[src/rtl/tw3_pkg.sv]
package tw3_pkg;
  localparam int BAND_BITS = 4;
  localparam int FREQ_BITS = 15;
  localparam int CTRL_BITS = 8;

  typedef struct packed {
    logic       cp;
    logic [2:0] test;
    logic       rsb;
    logic       os;
  } tw3_ctl_t;
endpackage

[src/rtl/tw3_sync.sv]
module tw3_sync #(
  parameter int LINES  = 3,
  parameter int STAGES = 2
) (
  input  logic             clk,
  input  logic             rst_n,
  input  logic [LINES-1:0] din,
  output logic [LINES-1:0] lvl,
  output logic [LINES-1:0] rise,
  output logic [LINES-1:0] fall
);
  for (genvar i = 0; i < LINES; i++) begin : g_line
    logic [STAGES:0] pipe;
    always_ff @(posedge clk or negedge rst_n) begin
      if (!rst_n) pipe <= '0;
      else        pipe <= {pipe[STAGES-1:0], din[i]};
    end
    assign lvl[i]  = pipe[STAGES-1];
    assign rise[i] = pipe[STAGES-1] & ~pipe[STAGES];
    assign fall[i] = ~pipe[STAGES-1] & pipe[STAGES];
  end
endmodule

[src/rtl/tw3_frame.sv]
module tw3_frame #(
  parameter int CNT_W     = 5,
  parameter int SH_W      = 15,
  parameter int BAND_EDGE = 5,
  parameter int FREQ_EDGE = 20
) (
  input  logic             clk,
  input  logic             rst_n,
  input  logic             ce_lvl,
  input  logic             ce_rise,
  input  logic             ce_fall,
  input  logic             scl_rise,
  input  logic             scl_fall,
  input  logic             sda_lvl,
  output logic             band_evt,
  output logic             freq_evt,
  output logic             end_evt,
  output logic [CNT_W-1:0] len_o,
  output logic [SH_W-1:0]  shreg_o
);
  localparam logic [CNT_W-1:0] CNT_MAX = {CNT_W{1'b1}};
  localparam logic [CNT_W-1:0] BAND_PRE = CNT_W'(BAND_EDGE - 1);
  localparam logic [CNT_W-1:0] FREQ_PRE = CNT_W'(FREQ_EDGE - 1);

  logic [CNT_W-1:0] rise_cnt;
  logic [CNT_W-1:0] bit_cnt;
  logic [SH_W-1:0]  shreg;

  always_ff @(posedge clk or negedge rst_n) begin
    if (!rst_n) begin
      rise_cnt <= '0;
      bit_cnt  <= '0;
      shreg    <= '0;
    end else if (ce_rise) begin
      rise_cnt <= '0;
      bit_cnt  <= '0;
    end else if (ce_lvl) begin
      if (scl_rise && rise_cnt != CNT_MAX) rise_cnt <= rise_cnt + 1'b1;
      if (scl_fall) begin
        shreg <= {shreg[SH_W-2:0], sda_lvl};
        if (bit_cnt != CNT_MAX) bit_cnt <= bit_cnt + 1'b1;
      end
    end
  end

  assign band_evt = ce_lvl && scl_rise && (rise_cnt == BAND_PRE);
  assign freq_evt = ce_lvl && scl_rise && (rise_cnt == FREQ_PRE);
  assign end_evt  = ce_fall;
  assign len_o    = bit_cnt;
  assign shreg_o  = shreg;

  AST_CNT_NOWRAP: assert property (@(posedge clk) disable iff (!rst_n)
    (ce_lvl && !ce_rise) |=> (rise_cnt >= $past(rise_cnt) && bit_cnt >= $past(bit_cnt)));
  AST_IDLE_SHIFT: assert property (@(posedge clk) disable iff (!rst_n)
    !ce_lvl |=> $stable(shreg));
endmodule

[src/rtl/tw3_regs.sv]
module tw3_regs
  import tw3_pkg::*;
#(
  parameter int   BAND_W   = BAND_BITS,
  parameter int   FREQ_W   = FREQ_BITS,
  parameter int   CTRL_W   = CTRL_BITS,
  parameter int   CNT_W    = 5,
  parameter logic RSB_INIT = 1'b1,
  parameter logic RSA_INIT = 1'b1
) (
  input  logic              clk,
  input  logic              rst_n,
  input  logic              band_evt,
  input  logic              freq_evt,
  input  logic              end_evt,
  input  logic [CNT_W-1:0]  len,
  input  logic [FREQ_W-1:0] shreg,
  output logic [BAND_W-1:0] band_q,
  output logic              band_ld_q,
  output logic [FREQ_W-1:0] freq_q,
  output logic              freq_ld_q,
  output tw3_ctl_t          ctl_q,
  output logic              rsa_q,
  output logic              ctrl_ld_q
);
  localparam logic [CNT_W-1:0] LEN_SHORT = CNT_W'(BAND_W + FREQ_W - 1);
  localparam logic [CNT_W-1:0] LEN_LONG  = CNT_W'(BAND_W + FREQ_W);
  localparam logic [CNT_W-1:0] LEN_FULL  = CNT_W'(BAND_W + FREQ_W + CTRL_W);

  always_ff @(posedge clk or negedge rst_n) begin
    if (!rst_n) begin
      band_q    <= '0;
      freq_q    <= '0;
      ctl_q     <= '{cp: 1'b1, test: 3'b001, rsb: RSB_INIT, os: 1'b1};
      rsa_q     <= RSA_INIT;
      band_ld_q <= 1'b0;
      freq_ld_q <= 1'b0;
      ctrl_ld_q <= 1'b0;
    end else begin
      band_ld_q <= 1'b0;
      freq_ld_q <= 1'b0;
      ctrl_ld_q <= 1'b0;
      if (band_evt) begin
        band_q    <= shreg[BAND_W-1:0];
        band_ld_q <= 1'b1;
      end
      if (freq_evt) begin
        freq_q    <= shreg;
        freq_ld_q <= 1'b1;
      end
      if (end_evt) begin
        if (len == LEN_SHORT) begin
          freq_q    <= {1'b0, shreg[FREQ_W-2:0]};
          rsa_q     <= 1'b1;
          freq_ld_q <= 1'b1;
        end else if (len == LEN_LONG) begin
          freq_q    <= shreg;
          rsa_q     <= 1'b0;
          freq_ld_q <= 1'b1;
        end else if (len == LEN_FULL) begin
          ctl_q.cp   <= shreg[6];
          ctl_q.test <= shreg[5:3];
          rsa_q      <= shreg[2];
          ctl_q.rsb  <= shreg[1];
          ctl_q.os   <= shreg[0];
          ctrl_ld_q  <= 1'b1;
        end
      end
    end
  end

  AST_BAND_HOLD: assert property (@(posedge clk) disable iff (!rst_n)
    !band_ld_q |-> $stable(band_q));
  AST_FREQ_HOLD: assert property (@(posedge clk) disable iff (!rst_n)
    !freq_ld_q |-> $stable(freq_q));
  AST_CTRL_HOLD: assert property (@(posedge clk) disable iff (!rst_n)
    !ctrl_ld_q |-> $stable(ctl_q));
  AST_RSA_HOLD: assert property (@(posedge clk) disable iff (!rst_n)
    (!freq_ld_q && !ctrl_ld_q) |-> $stable(rsa_q));
  AST_SHORT_FORM: assert property (@(posedge clk) disable iff (!rst_n)
    (end_evt && len == LEN_SHORT) |=> (!freq_q[FREQ_W-1] && rsa_q));
  AST_LONG_FORM: assert property (@(posedge clk) disable iff (!rst_n)
    (end_evt && len == LEN_LONG) |=> !rsa_q);
endmodule

[src/rtl/tw3_rx.sv]
module tw3_rx
  import tw3_pkg::*;
#(
  parameter int   CNT_W       = 5,
  parameter int   SYNC_STAGES = 2,
  parameter logic RSB_INIT    = 1'b1,
  parameter logic RSA_INIT    = 1'b1
) (
  input  logic        clk,
  input  logic        rst_n,
  input  logic        ce_i,
  input  logic        scl_i,
  input  logic        sda_i,
  output logic [3:0]  band_o,
  output logic        band_ld_o,
  output logic [14:0] freq_o,
  output logic        freq_ld_o,
  output logic        cp_o,
  output logic [2:0]  test_o,
  output logic        rsa_o,
  output logic        rsb_o,
  output logic        os_o,
  output logic        ctrl_ld_o
);
  localparam int BAND_W    = BAND_BITS;
  localparam int FREQ_W    = FREQ_BITS;
  localparam int CTRL_W    = CTRL_BITS;
  localparam int BAND_EDGE = BAND_W + 1;
  localparam int FREQ_EDGE = BAND_W + FREQ_W + 1;

  logic [2:0] lvl, rise, fall;
  logic band_evt, freq_evt, end_evt;
  logic [CNT_W-1:0]  len;
  logic [FREQ_W-1:0] shreg;
  tw3_ctl_t ctl;

  tw3_sync #(.LINES(3), .STAGES(SYNC_STAGES)) u_sync (
    .clk(clk), .rst_n(rst_n), .din({sda_i, scl_i, ce_i}),
    .lvl(lvl), .rise(rise), .fall(fall)
  );

  tw3_frame #(.CNT_W(CNT_W), .SH_W(FREQ_W), .BAND_EDGE(BAND_EDGE),
              .FREQ_EDGE(FREQ_EDGE)) u_frame (
    .clk(clk), .rst_n(rst_n),
    .ce_lvl(lvl[0]), .ce_rise(rise[0]), .ce_fall(fall[0]),
    .scl_rise(rise[1]), .scl_fall(fall[1]), .sda_lvl(lvl[2]),
    .band_evt(band_evt), .freq_evt(freq_evt), .end_evt(end_evt),
    .len_o(len), .shreg_o(shreg)
  );

  tw3_regs #(.BAND_W(BAND_W), .FREQ_W(FREQ_W), .CTRL_W(CTRL_W), .CNT_W(CNT_W),
             .RSB_INIT(RSB_INIT), .RSA_INIT(RSA_INIT)) u_regs (
    .clk(clk), .rst_n(rst_n),
    .band_evt(band_evt), .freq_evt(freq_evt), .end_evt(end_evt),
    .len(len), .shreg(shreg),
    .band_q(band_o), .band_ld_q(band_ld_o),
    .freq_q(freq_o), .freq_ld_q(freq_ld_o),
    .ctl_q(ctl), .rsa_q(rsa_o), .ctrl_ld_q(ctrl_ld_o)
  );

  assign cp_o   = ctl.cp;
  assign test_o = ctl.test;
  assign rsb_o  = ctl.rsb;
  assign os_o   = ctl.os;

  AST_PULSE_SPLIT: assert property (@(posedge clk) disable iff (!rst_n)
    !(band_ld_o && (freq_ld_o || ctrl_ld_o)));
endmodule

[config.mk]
export PLATFORM = sky130hd
export DESIGN_NAME = tw3_rx
export DESIGN_NICKNAME = d
export VERILOG_FILES = /design/src/rtl/tw3_pkg.sv /design/src/rtl/tw3_sync.sv /design/src/rtl/tw3_frame.sv /design/src/rtl/tw3_regs.sv /design/src/rtl/tw3_rx.sv
export SDC_FILE = /design/constraint.sdc
export NUM_CORES = 1
export LEC_CHECK = 0
export BUFFER_PORTS_ARGS = -buffer_cell sky130_fd_sc_hd__buf_2
export CORE_ASPECT_RATIO = 1.5
export CORE_MARGIN = 3
export CORE_UTILIZATION = 49
export CTS_CLUSTER_SIZE = 8
export DETAILED_ROUTE_END_ITERATION = 12
export PLACE_DENSITY = 0.7
export SLEW_MARGIN = 10
export SYNTH_ARGS = -nofsm -noshare
export SYNTH_HDL_FRONTEND = slang
export SYNTH_SLANG_ARGS = --single-unit
export TNS_END_PERCENT = 20
[constraint.sdc]
create_clock -name clk -period 2.7 [get_ports clk]
set_input_delay 0.405 -clock clk [delete_from_list [all_inputs] [get_ports clk]]
set_output_delay 0.405 -clock clk [all_outputs]
set_load 0.01 [all_outputs]
Yosys cells after proc, flatten, opt, wreduce, memory -nomap -nowiden
Cells that the tools add are included.

operators by class
  add/sub/neg operators = 2
  equal/unequal tests = 7
  multiplexer cells = 23
  bitwise operators = 11
  reduce and logical (&&, ||, !) cells = 14

operators by type and width
  operator             number
  $mux 15              4
  $mux 5               7
  $eq 5x5->1 const B   4
  $mux 1               12
  $add 5x1->5 const B  2
  $ne 5x5->1 const B   2
  $reduce_bool 2->1    4
  $not 1->1            7
  $reduce_and 3->1     2
  $eq 5x3->1 const B   1
  $and 1x1->1          4
  $logic_and 1x1->1    4
  $reduce_and 2->1     2
  $reduce_and 4->1     1
  $reduce_bool 3->1    1

word-level totals
  register bits after elaboration = 62
  bits of input ports = 5
  output and inout port bits = 29
  word-level logic and storage cells = 73

Longest topological paths before layout
  depth in word-level cells = 8
  mapped depth = 8
  gate-level depth less buffers = 7

By module
Synthesis repeated with hierarchy kept, for this count alone.

unflattened totals
  cell total of the unflattened synthesis = 172
  area total of the unflattened synthesis = 2627.5 um2

modules (own cells, without submodules)
  module     times used  cells an instance  area each (um2)  sequential area each (um2)
  tw3_regs   1           67                 1186.1           732.0
  tw3_frame  1           87                 1156.1           625.6
  tw3_sync   1           18                 285.3            225.2

Worst setup path before layout
OpenSTA, ideal clock, no wires.

  path kind = flip-flop to flip-flop
  start = reg u_frame.bit_cnt[0] (netlist: u_frame.len_o[0])
  end = reg u_frame.bit_cnt[3] (netlist: u_frame.len_o[3])
  library setup time = 132 ps
  data arrival time = 1793 ps
  data required time = 2568 ps
  slack = 775 ps
  cell stages (with the launch flop) = 9
  buffers on the path = 1
  clock period less this slack = 1925 ps
  cells stage by stage = dfrtp_1 > ha_1 > and3_1 > ha_1 > nor4bb_1 > clkbuf_1 > nand4_1 > xor2_1 > nor2_1

on the way
  longest elaborated chain between the ends = 5
  elaborated cells on any way between the ends = 8
  those cells by class = add/sub (1); eq/ne (1); mux (4); reduce/logical (2)

RTL lines
  item                    line             text
  from (decl)             tw3_frame.sv:26  logic [CNT_W-1:0] bit_cnt;
  from (signal assigned)  tw3_frame.sv:41  if (bit_cnt != CNT_MAX) bit_cnt <= bit_cnt + 1'b1;
  $add 5x1->5             tw3_frame.sv:41
  $mux 5                  tw3_frame.sv:41
  $mux 5                  tw3_frame.sv:39  if (scl_fall) begin
  $mux 5                  tw3_frame.sv:37  end else if (ce_lvl) begin
  $mux 5                  tw3_frame.sv:34  end else if (ce_rise) begin

Parallel ways exist; a longest one is shown, timed or not. The select of a mux whose other input is x is not followed.
A chain may end at the register's enable or synchronous reset.

Worst setup path in the final report
Same ends and word-level chain as after synthesis.

==> flow_summary.json <==
{
  "status": "complete, no violations",
  "met2_wirelength_um": 2340,
  "clockPowerShare_pct": 40.1,
  "synth_nets": 179,
  "place.detailed.instances": 266,
  "internal_power_uw": 1440,
  "timing.clock.skew_ns": 0.00441,
  "detail_route.iter0.violations": 36,
  "ioPinCount": 34,
  "cap_viol_max_count": 0,
  "finalSetupTns_ns": 0,
  "floorplan.core_area_um2": 4890,
  "die_h_um": 93.7,
  "number_of_global_route_vias_before_repair": 1561,
  "hold_viol_final": 0,
  "routed-via-count": 1420,
  "numClockSinks": 62,
  "crit_path_end_kind": "flip-flop",
  "sequentialPowerShare_pct": 54.7,
  "synth_largest_area_cell": "sky130_fd_sc_hd__dfrtp_1",
  "flow.area_growth_from_synthesis_pct": 17.1,
  "worstHoldPathCells": 1,
  "rsz0062_at_grt": "false",
  "post_cts_resized": 0,
  "worst-path-max-fanout": 6,
  "detail_route.first_pass.iterations": 4,
  "gr-usage-all-layers_pct": 17.1,
  "leakagePower_uw": 0.00156,
  "hold-worst-slack_ns": 0.181,
  "rows": 31,
  "hold_buffers": 0,
  "startpoint": "u_frame.len_o[0]",
  "setup.worst_path.class": "flip-flop to flip-flop",
  "ctsRootBufferMaster": "sky130_fd_sc_hd__clkbuf_8",
  "setup_viol": 0,
  "min_delay_worst_endpoint": "u_sync.g_line[0].pipe[0]",
  "grt_start_max_net_pins": 63,
  "numPortBuffers": 33,
  "htree_levels": 3,
  "global_route_wire_length_before_repair_um": 7640,
  "clock_transition_time_at_the_flip_flop_clock_pins_of_the_worst_setup_and_hold_paths_ns": 0.06,
  "data_arrival_time_of_the_critical_path_ns": 2.24,
  "r2r_start": "u_frame.len_o[0]",
  "die_w_um": 64.4,
  "switching_share_pct": 22.8,
  "synthesis.area_per_instance_um2": 14.9,
  "cts_setup_buffers": 0,
  "fmaxAchievable_ghz": 0.487,
  "diodes": 0,
  "yosys_warnings": 0,
  "finalWeightedCongestion": 0.751,
  "clk_path_buf_depth": 2,
  "topRoutingLayerUsed": "met4",
  "maxSlewHeadroom_pct": 50.4,
  "grt_antenna_before_repair": 0,
  "cts_tree": "done",
  "synthCells": 168,
  "critPathRequiredTime_ns": 2.89,
  "netlist_area_um2": 2510,
  "start_kind": "flip-flop",
  "met3RoutedLength_um": 151,
  "post_drt_wl_per_cell_um": 15.5,
  "share_of_cells_above_drive_strength_1_pct": 46.3,
  "fp.dieArea_um2": 6030,
  "power_density_cells_nw_per_um2": 634,
  "worst-slew-pin-transition_ns": 0.745,
  "power_frac_comb_pct": 5.2,
  "rrSetupSlack_ns": 0.64,
  "overflow": 0,
  "antenna_left": 0,
  "detail_route.wirelength.met1_um": 1800,
  "ys_seq_area_share_pct": 62.1,
  "synthDistinctLibCells": 33,
  "maximum_vdd_ir_drop_v": 0.000323,
  "post_synth_main_area_contributors": "sky130_fd_sc_hd__dfrtp_1, sky130_fd_sc_hd__mux2_2, sky130_fd_sc_hd__dfstp_2",
  "final_cells": 282,
  "clk-insertion-delay-late_ns": 0.33,
  "drt_drc_violations_left": 0,
  "fin_crit_ns": 2.06,
  "via_per_inst": 5.04,
  "initial_core_util_pct": 51.4,
  "timing.rr.end": "u_frame.len_o[3]",
  "timing_max_transition_violations_final": 0,
  "nets": 222,
  "worst_hold_startpoint": "ce_i",
  "ff2ff_path_depth": 8,
  "p_switching_uw": 426,
  "synth.top_cell.area_share_pct": 56.8,
  "dp.final_hpwl_um": 3080,
  "period_share_pct": 76.1,
  "tritoncts.num_buffers": 9,
  "hold_path.class": "input pin to flip-flop",
  "ys_ff_latch": 62,
  "postRouteWirelength_um": 4360
}
layout make-up:
class                   count  area [um^2]
repair buffers             37          195
fillers                   411         1950
multi-input cells          97          908
inverters                   4         15.0
well taps                  66         82.6
clock inverters             5         50.0
flip-flops and latches     62         1560
clock buffers              11          131
registers in the layout (all words and copies together), names as in the netlist:
register,cells
u_regs.ctrl_ld_q,1
u_regs.band_ld_q,1
u_frame.rise_cnt,5
u_regs.ctl_q,6
u_sync.g_line.pipe,8
u_regs.band_q,4
u_regs.freq_q,15
u_regs.freq_ld_q,1
u_frame.shreg_o,15
u_regs.rsa_q,1
u_frame.len_o,5
worst max path at each step:
stage                     cells after the start  slack, ns                to
after global placement                        8       0.75  u_frame.len_o[3]
after global routing                          8       0.50  u_frame.len_o[3]
after CTS                                     8       0.66  u_frame.len_o[3]
final                                         8       0.64  u_frame.len_o[3]
after detailed placement                      5       0.67  u_regs.freq_q[8]
after floorplan                               8       0.77  u_frame.len_o[3]
cell families (layout without fill, tap and decap cells):
family / Yosys count / in the layout / share of synthesized area [%]
xor gates and xnor gates: 6 / 6 / 2.09
buffers and inverters: 9 / 57 / 1.74
DFF: 62 / 62 / 62.1
and+or+nand+nor: 35 / 35 / 8.97
muxes: 42 / 42 / 19.9
adders and majority gates: 6 / 6 / 2.99
AOI/OAI and AO/OA: 8 / 8 / 2.19
cell usage after synthesis:
| cell | instances |
|---|---|
| sky130_fd_sc_hd__a211oi_1 | 1 |
| sky130_fd_sc_hd__a21oi_1 | 2 |
| sky130_fd_sc_hd__a31oi_1 | 1 |
| sky130_fd_sc_hd__a32o_1 | 1 |
| sky130_fd_sc_hd__and3_1 | 2 |
| sky130_fd_sc_hd__and3b_1 | 1 |
| sky130_fd_sc_hd__and4b_1 | 1 |
| sky130_fd_sc_hd__and4bb_2 | 1 |
| sky130_fd_sc_hd__buf_2 | 2 |
| sky130_fd_sc_hd__buf_6 | 1 |
| sky130_fd_sc_hd__clkbuf_1 | 2 |
| sky130_fd_sc_hd__dfrtp_1 | 57 |
| sky130_fd_sc_hd__dfstp_2 | 5 |
| sky130_fd_sc_hd__ha_1 | 6 |
| sky130_fd_sc_hd__inv_1 | 4 |
| sky130_fd_sc_hd__mux2_1 | 1 |
| sky130_fd_sc_hd__mux2_2 | 31 |
| sky130_fd_sc_hd__mux2_4 | 8 |
| sky130_fd_sc_hd__mux2i_1 | 2 |
| sky130_fd_sc_hd__nand2_1 | 8 |
| sky130_fd_sc_hd__nand3_1 | 2 |
| sky130_fd_sc_hd__nand3b_2 | 1 |
| sky130_fd_sc_hd__nand4_1 | 2 |
| sky130_fd_sc_hd__nand4b_1 | 1 |
| sky130_fd_sc_hd__nor2_1 | 10 |
| sky130_fd_sc_hd__nor2_2 | 1 |
| sky130_fd_sc_hd__nor2b_1 | 2 |
| sky130_fd_sc_hd__nor4_4 | 2 |
| sky130_fd_sc_hd__nor4bb_1 | 1 |
| sky130_fd_sc_hd__o2111a_1 | 1 |
| sky130_fd_sc_hd__o21ai_0 | 2 |
| sky130_fd_sc_hd__xnor2_1 | 2 |
| sky130_fd_sc_hd__xor2_1 | 4 |
power groups by stage:
stage	clock [uW]	combinational, uW	sequential, uW
2_1_floorplan	0	64.8	1020
3_3_place_gp	0	94.6	1030
3_5_place_dp	0	100	1040
4_1_cts	771	100	1020
5_1_grt	819	112	1030
6_report	749	96.9	1020
stage by stage:
step | utilization, % | setup WS, ns | area (um^2) | power (uW)
floorplan | - | 0.775 | 2510 | 1080
detailed placement | 56.5 | 0.665 | 2760 | 1140
global route | 60.2 | 0.497 | 2940 | 1960
global placement | 56.5 | 0.754 | 2760 | 1130
CTS | 60.2 | 0.657 | 2940 | 1890
finish | 60.2 | 0.645 | 2940 | 1870
worst max-delay path, cell delays in order (launching register included):
cell and delay [ns]:
sky130_fd_sc_hd__dfrtp_1 0.43, sky130_fd_sc_hd__ha_1 0.29, sky130_fd_sc_hd__and3_1 0.21, sky130_fd_sc_hd__ha_1 0.17, sky130_fd_sc_hd__nor4bb_1 0.29, sky130_fd_sc_hd__buf_4 0.21
sky130_fd_sc_hd__nand4_1 0.11, sky130_fd_sc_hd__xor2_1 0.16, sky130_fd_sc_hd__nor2_1 0.05
layer usage:
metal | up-vias | GRT usage (%)
met1 | 719 | 20.1
met5 | - | 0
met2 | 25 | 27.8
met3 | 7 | 5.15
li1 | 669 | -
met4 | 0 | 9.35
placed cells by master, fill, tap and decap left out:
master / synthesis / routed
sky130_fd_sc_hd__mux2i_1: 2 / 2
sky130_fd_sc_hd__nand3_1: 2 / 2
sky130_fd_sc_hd__nor2b_1: 2 / 2
sky130_fd_sc_hd__clkbuf_8: 0 / 9
sky130_fd_sc_hd__nand4_1: 2 / 2
sky130_fd_sc_hd__clkinv_2: 0 / 4
sky130_fd_sc_hd__bufinv_16: 0 / 1
sky130_fd_sc_hd__mux2_2: 31 / 31
sky130_fd_sc_hd__ha_1: 6 / 6
sky130_fd_sc_hd__inv_1: 4 / 4
sky130_fd_sc_hd__xnor2_1: 2 / 2
sky130_fd_sc_hd__mux2_1: 1 / 1
sky130_fd_sc_hd__a21oi_1: 2 / 2
sky130_fd_sc_hd__and3b_1: 1 / 1
sky130_fd_sc_hd__nor2_1: 10 / 10
sky130_fd_sc_hd__a31oi_1: 1 / 1
sky130_fd_sc_hd__dfstp_2: 5 / 5
sky130_fd_sc_hd__and3_1: 2 / 2
sky130_fd_sc_hd__and4b_1: 1 / 1
sky130_fd_sc_hd__buf_4: 0 / 4
sky130_fd_sc_hd__nor4bb_1: 1 / 1
sky130_fd_sc_hd__nand2_1: 8 / 8
sky130_fd_sc_hd__mux2_4: 8 / 8
sky130_fd_sc_hd__xor2_1: 4 / 4
sky130_fd_sc_hd__and4bb_2: 1 / 1
sky130_fd_sc_hd__o21ai_0: 2 / 2
sky130_fd_sc_hd__nand4b_1: 1 / 1
sky130_fd_sc_hd__buf_2: 2 / 33
sky130_fd_sc_hd__nor4_4: 2 / 2
sky130_fd_sc_hd__nand3b_2: 1 / 1
sky130_fd_sc_hd__clkbuf_1: 2 / 2
sky130_fd_sc_hd__a32o_1: 1 / 1
sky130_fd_sc_hd__nor2_2: 1 / 1
sky130_fd_sc_hd__o2111a_1: 1 / 1
sky130_fd_sc_hd__a211oi_1: 1 / 1
sky130_fd_sc_hd__dfrtp_1: 57 / 57
(Power assumes the default switching activity.)
